<file path="config.mk">
export PLATFORM = sky130hd
export DESIGN_NAME = wdt_bus_watchdog
export DESIGN_NICKNAME = d
export VERILOG_FILES = /design/src/rtl/wdt_pkg.sv /design/src/rtl/wdt_start_det.sv /design/src/rtl/wdt_limit_sel.sv /design/src/rtl/wdt_ctrl.sv /design/src/rtl/wdt_bus_watchdog.sv
export SDC_FILE = /design/constraint.sdc
export NUM_CORES = 1
export LEC_CHECK = 0
export BUFFER_PORTS_ARGS = -buffer_cell sky130_fd_sc_hd__buf_2
export CELL_PAD_IN_SITES_DETAIL_PLACEMENT = 0
export CELL_PAD_IN_SITES_GLOBAL_PLACEMENT = 2
export CORE_MARGIN = 10
export CORE_UTILIZATION = 30
export DETAILED_ROUTE_END_ITERATION = 12
export PLACE_DENSITY_LB_ADDON = 0.1
export SYNTH_ARGS = -nofsm -noshare
export SYNTH_HDL_FRONTEND = slang
export SYNTH_SLANG_ARGS = --single-unit
</file>
<file path="constraint.sdc">
create_clock -name clk -period 3.1 [get_ports clk]
set_input_delay 0 -clock clk [delete_from_list [all_inputs] [get_ports clk]]
set_output_delay 0 -clock clk [all_outputs]
set_load 0.05 [all_outputs]
</file>
<file path="src/rtl/wdt_pkg.sv">
package wdt_pkg;

    typedef enum logic [1:0] {
        ST_OFF   = 2'd0,
        ST_COUNT = 2'd1,
        ST_HOLD  = 2'd2
    } wdt_state_e;

    localparam logic [1:0] CODE_OFF   = 2'b11;
    localparam logic [1:0] CODE_LONG  = 2'b00;
    localparam logic [1:0] CODE_MID   = 2'b01;
    localparam logic [1:0] CODE_SHORT = 2'b10;

    function automatic int max3(input int a, input int b, input int c);
        int m;
        m = a;
        if (b > m) m = b;
        if (c > m) m = c;
        return m;
    endfunction

endpackage

</file>
<file path="src/rtl/wdt_start_det.sv">
module wdt_start_det #(
    parameter int MIN_HIGH = 1
) (
    input  logic clk,
    input  logic rst_n,
    input  logic scl_i,
    input  logic sda_i,
    output logic kick_o
);
    localparam int HI_W = (MIN_HIGH < 1) ? 1 : $clog2(MIN_HIGH + 1);
    localparam logic [HI_W-1:0] HI_SAT = HI_W'(MIN_HIGH);

    logic            scl_q;
    logic            sda_q;
    logic [HI_W-1:0] hi_cnt_q;
    logic            start_seen;
    logic            hi_ok;

    assign hi_ok      = (hi_cnt_q >= HI_SAT);
    assign start_seen = scl_i && scl_q && sda_q && !sda_i && hi_ok;

    always_ff @(posedge clk or negedge rst_n) begin
        if (!rst_n) begin
            scl_q    <= 1'b1;
            sda_q    <= 1'b1;
            hi_cnt_q <= '0;
            kick_o   <= 1'b0;
        end else begin
            scl_q  <= scl_i;
            sda_q  <= sda_i;
            kick_o <= start_seen;
            if (!scl_i) begin
                hi_cnt_q <= '0;
            end else if (hi_cnt_q != HI_SAT) begin
                hi_cnt_q <= hi_cnt_q + 1'b1;
            end
        end
    end

    AST_STOP_NO_KICK: assert property (@(posedge clk) disable iff (!rst_n)
        (scl_i && scl_q && !sda_q && sda_i) |=> !kick_o);

    AST_SHORT_HIGH_NO_KICK: assert property (@(posedge clk) disable iff (!rst_n)
        (!scl_q) |=> !kick_o);

endmodule

</file>
<file path="src/rtl/wdt_limit_sel.sv">
module wdt_limit_sel
    import wdt_pkg::*;
#(
    parameter int CNT_W      = 21,
    parameter int PER_LONG   = 1400000,
    parameter int PER_MID    = 200000,
    parameter int PER_SHORT  = 25000,
    parameter int HOLD_LONG  = 200000,
    parameter int HOLD_SHORT = 25000
) (
    input  logic [1:0]       code_i,
    output logic [CNT_W-1:0] per_lim_o,
    output logic [CNT_W-1:0] hold_lim_o
);
    logic [CNT_W-1:0] per_tab  [4];
    logic [CNT_W-1:0] hold_tab [4];

    function automatic int per_of(input int c);
        unique case (c)
            0:       return PER_LONG - 1;
            1:       return PER_MID - 1;
            2:       return PER_SHORT - 1;
            default: return 0;
        endcase
    endfunction

    function automatic int hold_of(input int c);
        unique case (c)
            0, 1:    return HOLD_LONG - 1;
            2:       return HOLD_SHORT - 1;
            default: return 0;
        endcase
    endfunction

    for (genvar g = 0; g < 4; g++) begin : g_tab
        assign per_tab[g]  = CNT_W'(per_of(g));
        assign hold_tab[g] = CNT_W'(hold_of(g));
    end

    assign per_lim_o  = per_tab[code_i];
    assign hold_lim_o = hold_tab[code_i];

endmodule

</file>
<file path="src/rtl/wdt_ctrl.sv">
module wdt_ctrl
    import wdt_pkg::*;
#(
    parameter int CNT_W = 21
) (
    input  logic             clk,
    input  logic             rst_n,
    input  logic [1:0]       code_i,
    input  logic             kick_i,
    input  logic [CNT_W-1:0] per_lim_i,
    input  logic [CNT_W-1:0] hold_lim_i,
    output logic             wdo_o
);
    wdt_state_e       state_q, state_d;
    logic [CNT_W-1:0] cnt_q, cnt_d;
    logic [1:0]       code_q;
    logic             code_chg;

    assign code_chg = (code_i != code_q);

    always_comb begin
        state_d = state_q;
        cnt_d   = cnt_q;
        if (code_chg) begin
            cnt_d   = '0;
            state_d = (code_i == CODE_OFF) ? ST_OFF : ST_COUNT;
        end else begin
            unique case (state_q)
                ST_OFF: begin
                    cnt_d = '0;
                end
                ST_COUNT: begin
                    if (kick_i) begin
                        cnt_d = '0;
                    end else if (cnt_q == per_lim_i) begin
                        state_d = ST_HOLD;
                        cnt_d   = '0;
                    end else begin
                        cnt_d = cnt_q + 1'b1;
                    end
                end
                ST_HOLD: begin
                    if (cnt_q == hold_lim_i) begin
                        state_d = ST_COUNT;
                        cnt_d   = '0;
                    end else begin
                        cnt_d = cnt_q + 1'b1;
                    end
                end
                default: begin
                    state_d = ST_OFF;
                    cnt_d   = '0;
                end
            endcase
        end
    end

    always_ff @(posedge clk or negedge rst_n) begin
        if (!rst_n) begin
            state_q <= ST_OFF;
            cnt_q   <= '0;
            code_q  <= CODE_OFF;
        end else begin
            state_q <= state_d;
            cnt_q   <= cnt_d;
            code_q  <= code_i;
        end
    end

    always_ff @(posedge clk or negedge rst_n) begin
        if (!rst_n) begin
            wdo_o <= 1'b0;
        end else begin
            wdo_o <= (state_d == ST_HOLD);
        end
    end

    AST_OFF_QUIET: assert property (@(posedge clk) disable iff (!rst_n)
        (code_i == CODE_OFF) |=> !wdo_o);

    AST_HOLD_IGNORES_KICK: assert property (@(posedge clk) disable iff (!rst_n)
        (wdo_o && kick_i && !code_chg && cnt_q != hold_lim_i) |=> wdo_o);

    AST_KICK_RESTART: assert property (@(posedge clk) disable iff (!rst_n)
        (state_q == ST_COUNT && kick_i && !code_chg) |=> (cnt_q == '0 && !wdo_o));

    AST_CODE_RESTART: assert property (@(posedge clk) disable iff (!rst_n)
        (code_chg && code_i != CODE_OFF) |=> (state_q == ST_COUNT && cnt_q == '0 && !wdo_o));

    AST_CNT_BOUND: assert property (@(posedge clk) disable iff (!rst_n)
        (state_q == ST_COUNT && !code_chg) |-> (cnt_q <= per_lim_i));

    AST_RESET_STATE: assert property (@(posedge clk)
        (!rst_n) |=> (!wdo_o));

endmodule

</file>
<file path="src/rtl/wdt_bus_watchdog.sv">
module wdt_bus_watchdog
    import wdt_pkg::*;
#(
    parameter int PER_LONG   = 1400000,
    parameter int PER_MID    = 200000,
    parameter int PER_SHORT  = 25000,
    parameter int HOLD_LONG  = 200000,
    parameter int HOLD_SHORT = 25000,
    parameter int MIN_HIGH   = 1
) (
    input  logic       clk,
    input  logic       rst_n,
    input  logic       scl_i,
    input  logic       sda_i,
    input  logic [1:0] wd_code_i,
    output logic       wdo_o
);
    localparam int MAX_LIM = max3(max3(PER_LONG, PER_MID, PER_SHORT), HOLD_LONG, HOLD_SHORT);
    localparam int CNT_W   = $clog2(MAX_LIM + 1);

    logic             kick;
    logic [CNT_W-1:0] per_lim;
    logic [CNT_W-1:0] hold_lim;

    wdt_start_det #(
        .MIN_HIGH (MIN_HIGH)
    ) i_start_det (
        .clk    (clk),
        .rst_n  (rst_n),
        .scl_i  (scl_i),
        .sda_i  (sda_i),
        .kick_o (kick)
    );

    wdt_limit_sel #(
        .CNT_W      (CNT_W),
        .PER_LONG   (PER_LONG),
        .PER_MID    (PER_MID),
        .PER_SHORT  (PER_SHORT),
        .HOLD_LONG  (HOLD_LONG),
        .HOLD_SHORT (HOLD_SHORT)
    ) i_limit_sel (
        .code_i     (wd_code_i),
        .per_lim_o  (per_lim),
        .hold_lim_o (hold_lim)
    );

    wdt_ctrl #(
        .CNT_W (CNT_W)
    ) i_ctrl (
        .clk        (clk),
        .rst_n      (rst_n),
        .code_i     (wd_code_i),
        .kick_i     (kick),
        .per_lim_i  (per_lim),
        .hold_lim_i (hold_lim),
        .wdo_o      (wdo_o)
    );

endmodule

</file>
# After elaboration in Yosys (flattened, before gate mapping)

Cells that the tools add are included.
Widths: inputs -> output; s select.

Divide/modulo/power cells: 0
Multiplexer cells: 19
Bitwise operators: 1
Add/subtract/negate cells: 2
Equality and inequality tests: 7
$mul: 0
Reductions and logical operators: 6
Shifts and indexed selects: 0
Order comparisons: 2

Operators by type and width:

| cell                  | count |
|---|---|
| $mux 21               | 8 |
| $bmux 21 s2           | 2 |
| $eq 21x21->1          | 2 |
| $pmux 21 s2           | 1 |
| $add 21x1->21 const B | 1 |
| $mux 2                | 4 |
| $eq 2x2->1 const B    | 3 |
| $pmux 2 s3            | 1 |
| $logic_and 1x1->1     | 4 |
| $ge 3x3->1 const B    | 1 |
| $mux 1                | 3 |
| $not 2->3             | 1 |
| $eq 2x1->1 const B    | 1 |
| $logic_not 2->1       | 1 |
| $ne 2x2->1            | 1 |
| $add 1x1->1 const B   | 1 |
| $ge 1x1->1 const B    | 1 |
| $logic_not 1->1       | 1 |

Bits in registers: 30
Word-level logic and storage cells: 45
ROM bits: 0
Latch bits: 0
Output and inout bits: 1
Bits in writable memories: 0
Memories: 0
Input port bits: 6

# Logic depth before layout (Yosys ltp)

Depth after elaboration: 10
Gate-level depth with buffers: 8

# Modules after synthesis

Synthesis repeated with hierarchy kept, for this count alone.

Cell total of the unflattened synthesis: 256
Area total of the unflattened synthesis: 2280.9 µm²

By module, submodules not included:

| module        | area each (µm²) | times used | sequential area each (µm²) | cells an instance |
|---|---|---|---|---|
| wdt_ctrl      | 1834.3          | 1          | 653.1                      | 206 |
| wdt_limit_sel | 334.1           | 1          | 0.0                        | 44 |
| wdt_start_det | 112.6           | 1          | 102.6                      | 6 |

# Worst setup path after synthesis

No wires, ideal clock.

Path kind: register to register
Start: reg i_ctrl.cnt_q[0]
End: reg i_ctrl.cnt_q[11]
Clock period less this slack: 2.131 ns
Library setup time: 0.136 ns
Slack: 0.969 ns
Arrival: 1.996 ns
Buffers on the path: 1
Cell stages (with the launch flop): 7
Cell sequence: dfrtp_1 or4b_1 a2111oi_4 and4_4 a2bb2oi_4 buf_6 nor3_1

Longest elaborated chain between the ends: 5
Elaborated cells on any way between the ends: 8
Classes of those cells: 1 x add/sub; 2 x eq/ne; 5 x mux

Ends and longest elaborated chain:

| item                                                 | RTL line                                       | source |
|---|---|---|
| start: declaration                                   | wdt_ctrl.sv:15                                 | `logic [CNT_W-1:0] cnt_q, cnt_d;` |
| start signal: assignment                             | wdt_ctrl.sv:65                                 | `cnt_q <= cnt_d;` |
| $add 21x1->21 / $eq 21x21->1 (equally long branches) | wdt_ctrl.sv:39, wdt_ctrl.sv:47, wdt_ctrl.sv:35 |  |
| $mux 21                                              | wdt_ctrl.sv:35                                 | `end else if (cnt_q == per_lim_i) begin` |
| $mux 21                                              | wdt_ctrl.sv:33                                 | `if (kick_i) begin` |
| $pmux 21 s2 *                                        | wdt_ctrl.sv:28                                 | `unique case (state_q)` |
| $mux 21 *                                            | wdt_ctrl.sv:24                                 | `if (code_chg) begin` |
| net i_ctrl.cnt_d[11]                                 | wdt_ctrl.sv:15                                 |  |

The timed path passes the listed nets; every way through them passes the cells marked *.

# Worst setup path in the final report

Start: in wd_code_i[0]
End: reg i_ctrl.cnt_q[7]

Longest elaborated chain between the ends: 9
Elaborated cells on any way between the ends: 15
Classes of those cells: 3 x eq/ne; 11 x mux; 1 x bitwise

Ends and longest elaborated chain:

| item                                        | RTL line                                 | source |
|---|---|---|
| start: declaration                          | wdt_bus_watchdog.sv:15                   | `input logic [1:0] wd_code_i,` |
| $not 2->3 (implied by the code)             | wdt_limit_sel.sv:40, wdt_limit_sel.sv:41 |  |
| $bmux 21 s2                                 | wdt_limit_sel.sv:40                      | `assign per_lim_o = per_tab[code_i];` |
| $mux 21 (implied by the code) (2 in series) | wdt_limit_sel.sv:40                      |  |
| $eq 21x21->1                                | wdt_ctrl.sv:35                           |  |
| $mux 21                                     | wdt_ctrl.sv:35                           |  |
| $mux 21                                     | wdt_ctrl.sv:33                           |  |
| $pmux 21 s2                                 | wdt_ctrl.sv:28                           |  |
| $mux 21 *                                   | wdt_ctrl.sv:24                           |  |
| net i_ctrl.cnt_d[7]                         | wdt_ctrl.sv:15                           |  |

The timed path passes the listed nets; every way through them passes the cells marked *. The select of a mux whose other input is x is not followed.

==> impl_metrics.json <==
{
  "busiest_layer": "met2",
  "crit_chain": "dlygate4sd3_1 > buf_2 > inv_1 > ha_1 > or3_1 > a2111oi_0 > nand4_1 > a2bb2oi_4 > nor3_1",
  "die_area_um2": 9390,
  "crit_family": "compound AO/OA/AOI/OAI gates",
  "finalSetupTns_ns": 0,
  "grt_pass1_wl_um": 6950,
  "drtIter0Drc": 15,
  "wl_per_cell_um": 15.8,
  "final.fill_count": 594,
  "r2r_end": "i_ctrl.cnt_q[7]",
  "worst_slew_pin_slew_ns": 0.960,
  "met2_usage_pct": 15.1,
  "cp_slowest_cell": "a2bb2oi_4",
  "hp-class": "in -> async",
  "period_needed_ns": 2.84,
  "status": "finished, final reports clean",
  "synthToLayoutAreaGrowth_pct": 13.3,
  "clk_latency_ns": 0.28,
  "die_width_um": 96.9,
  "io_pins": 7,
  "setup_viol": 0,
  "grt_max_degree": 31,
  "clock_power_share_pct": 38.9,
  "reg2reg_from": "i_ctrl.cnt_q[12]",
  "r2r_cells": 5,
  "finalMaxSlewViolations": 0,
  "dp.cells": 246,
  "antenna_found_initial": 0,
  "worstPathMaxFanout": 21,
  "core_area_um2": 5610,
  "critPathMaxStageDelay_ns": 0.58,
  "cts_max_level": 2,
  "cts_root_buf": "clkbuf_8",
  "fin_worst_skew_ns": 0.00704,
  "pwr-share-comb_pct": 13.0,
  "rsz0062_at_grt": "no",
  "route.detailed.drc": 0,
  "synth_area_leaders": "dfrtp_1 (37%), xor2_1 (7.9%), ha_1 (6.3%)",
  "num_rows": 27,
  "p_seq_share_pct": 48.2,
  "firstDrtPassIters": 4,
  "crit_path_end_kind": "register",
  "cts_buffers": 5,
  "ir_drop_v": 0.000164,
  "cts_tree": "built",
  "synth_commonest_cells": "dfrtp_1 (26), nor3_1 (22), xor2_1 (16), nand2_1 (11), xnor2_1 (11)",
  "worstPathRequired_ns": 3.22,
  "postSynthAreaPerCell_um2": 10.3,
  "slew_headroom_pct": 35.8,
  "synthArstFlopShare_pct": 100,
  "hold_viol_final": 0,
  "num_antenna_cells": 0,
  "via_count": 1308,
  "io_buffers": 6,
  "critPathKind": "in -> reg",
  "fin_nets": 201,
  "hpwl_um": 2880,
  "grt_use_met1_pct": 10.3,
  "yosysTopAreaCellShare_pct": 36.7,
  "clock_sink_count": 30,
  "ys_ff_latch": 30,
  "synth-edff-count": 0,
  "vias_per_cell": 5.05,
  "ant_nets": 0,
  "drive_above_1_share_pct": 13.9,
  "synth.largest_area_cell": "dfrtp_1",
  "wl_um": 4110,
  "cp.arrival_ns": 2.95,
  "cap_violations": 0,
  "cp_num_buf_inv": 3,
  "grt_pass1_vias": 1359,
  "yosysMostFrequentCell": "dfrtp_1",
  "finalCritPeriodShare_pct": 91.5,
  "p_switching_mw": 0.225,
  "start_util_pct": 31.6,
  "synthesis.nets": 187,
  "rrSetupSlack_ns": 0.49,
  "place_congestion": 0.733,
  "timing.fmax_ghz": 0.352,
  "synth_flop_cell": "dfrtp_1",
  "start_kind": "input port",
  "synth_sequential_area_ratio_pct": 42.6,
  "cellPowerDensity_nw_per_um2": 420,
  "grtUsageTotal_pct": 8.86,
  "cts.clk_slew.worst_paths_ns": 0.07,
  "final_cells": 259,
  "syn_area_um2": 1770,
  "synth_cell_types": 42,
  "switching_share_pct": 26.6,
  "synth_cells": 172,
  "p_int_mw": 0.620,
  "power.leakage_nw": 0.819,
  "overflow": 0,
  "synth_warnings": 0,
  "setup.worst_path.start": "wd_code_i[0]",
  "die_y_um": 96.9,
  "use_met3_pct": 2.27,
  "clockBufferDepth": 2
}
[state kept, by name, indices dropped and copies added, names as in the netlist]
name	cells
i_ctrl.cnt_q	21
i_ctrl.code_q	2
i_ctrl.state_q	2
i_ctrl.wdo_o	1
i_start_det.hi_cnt_q	1
i_start_det.kick_o	1
i_start_det.scl_q	1
i_start_det.sda_q	1
[cells in the final DEF, fill, tap and decap left out, types with 7 or more instances in the layout]
| cell type | n |
|---|---|
| dfrtp_1 | 26 |
| ha_1 | 9 |
| nand2_1 | 11 |
| nand3_1 | 10 |
| nor2_1 | 7 |
| nor3_1 | 22 |
| xnor2_1 | 11 |
| xor2_1 | 16 |
[power by group through the flow]
stage | clock, mW | combinational [mW] | sequential [mW]
global placement | 0 | 0.105 | 0.413
global route | 0.354 | 0.122 | 0.408
floorplan | 0 | 0.0814 | 0.412
CTS | 0.341 | 0.112 | 0.406
detailed placement | 0 | 0.106 | 0.414
finish | 0.328 | 0.109 | 0.407
[cell families after synthesis]
group                    share of synthesized area, %
AND/OR/NAND/NOR                                  26.9
flip-flops                                       42.6
adder cells (fa/ha/maj)                          6.35
XOR/XNOR                                         13.3
AO/OA/AOI/OAI                                    7.83
buffers and inverters                            2.96
[through the flow]
step | instance area [um^2] | utilization, % | setup WS [ns] | power (mW) | hold WS, ns
global route | 2010 | 35.8 | 0.00635 | 0.884 | 0.368
detailed placement | 1870 | 33.3 | 0.494 | 0.520 | 0.105
finish | 2010 | 35.8 | 0.263 | 0.844 | 0.307
global placement | 1870 | 33.3 | 0.482 | 0.518 | 0.0825
CTS | 2010 | 35.8 | 0.251 | 0.859 | 0.334
floorplan | 1770 | - | 0.969 | 0.494 | -0.296
[worst max-delay path by stage]
stage / end / depth (start not counted)
floorplan: i_ctrl.cnt_q[11] / 6
global placement: i_ctrl.cnt_q[4] / 5
detailed placement: i_ctrl.cnt_q[15] / 8
CTS: i_ctrl.cnt_q[7] / 9
global route: i_ctrl.cnt_q[7] / 9
finish: i_ctrl.cnt_q[7] / 9
[final cells by class]
type | count | area [um^2] | share of cell area [%]
Inverter | 5 | 18.8 | 0.934
Clock buffer | 7 | 86.3 | 4.30
Multi-Input combinational cell | 132 | 966 | 48.1
Sequential cell | 30 | 756 | 37.6
Clock inverter | 1 | 5.00 | 0.249
Tap cell | 72 | 90.1 | 4.48
Timing Repair Buffer | 12 | 87.6 | 4.36
[routing by layer]
metal  part of all wire (%)  vias to the layer above
met5                      0                        -
met4                    1.2                        0
met3                    2.1                        5
met2                     48                        8
met1                     49                      649
li1                       -                      646
[repair_timing]
item	in CTS	in global routing
gates resized for setup	0	0
hold buffers	5	0
setup buffers	0	0
setup endpoints to repair	0	1
hold endpoints to repair	32	0
Power figures use the tool's default switching activity.
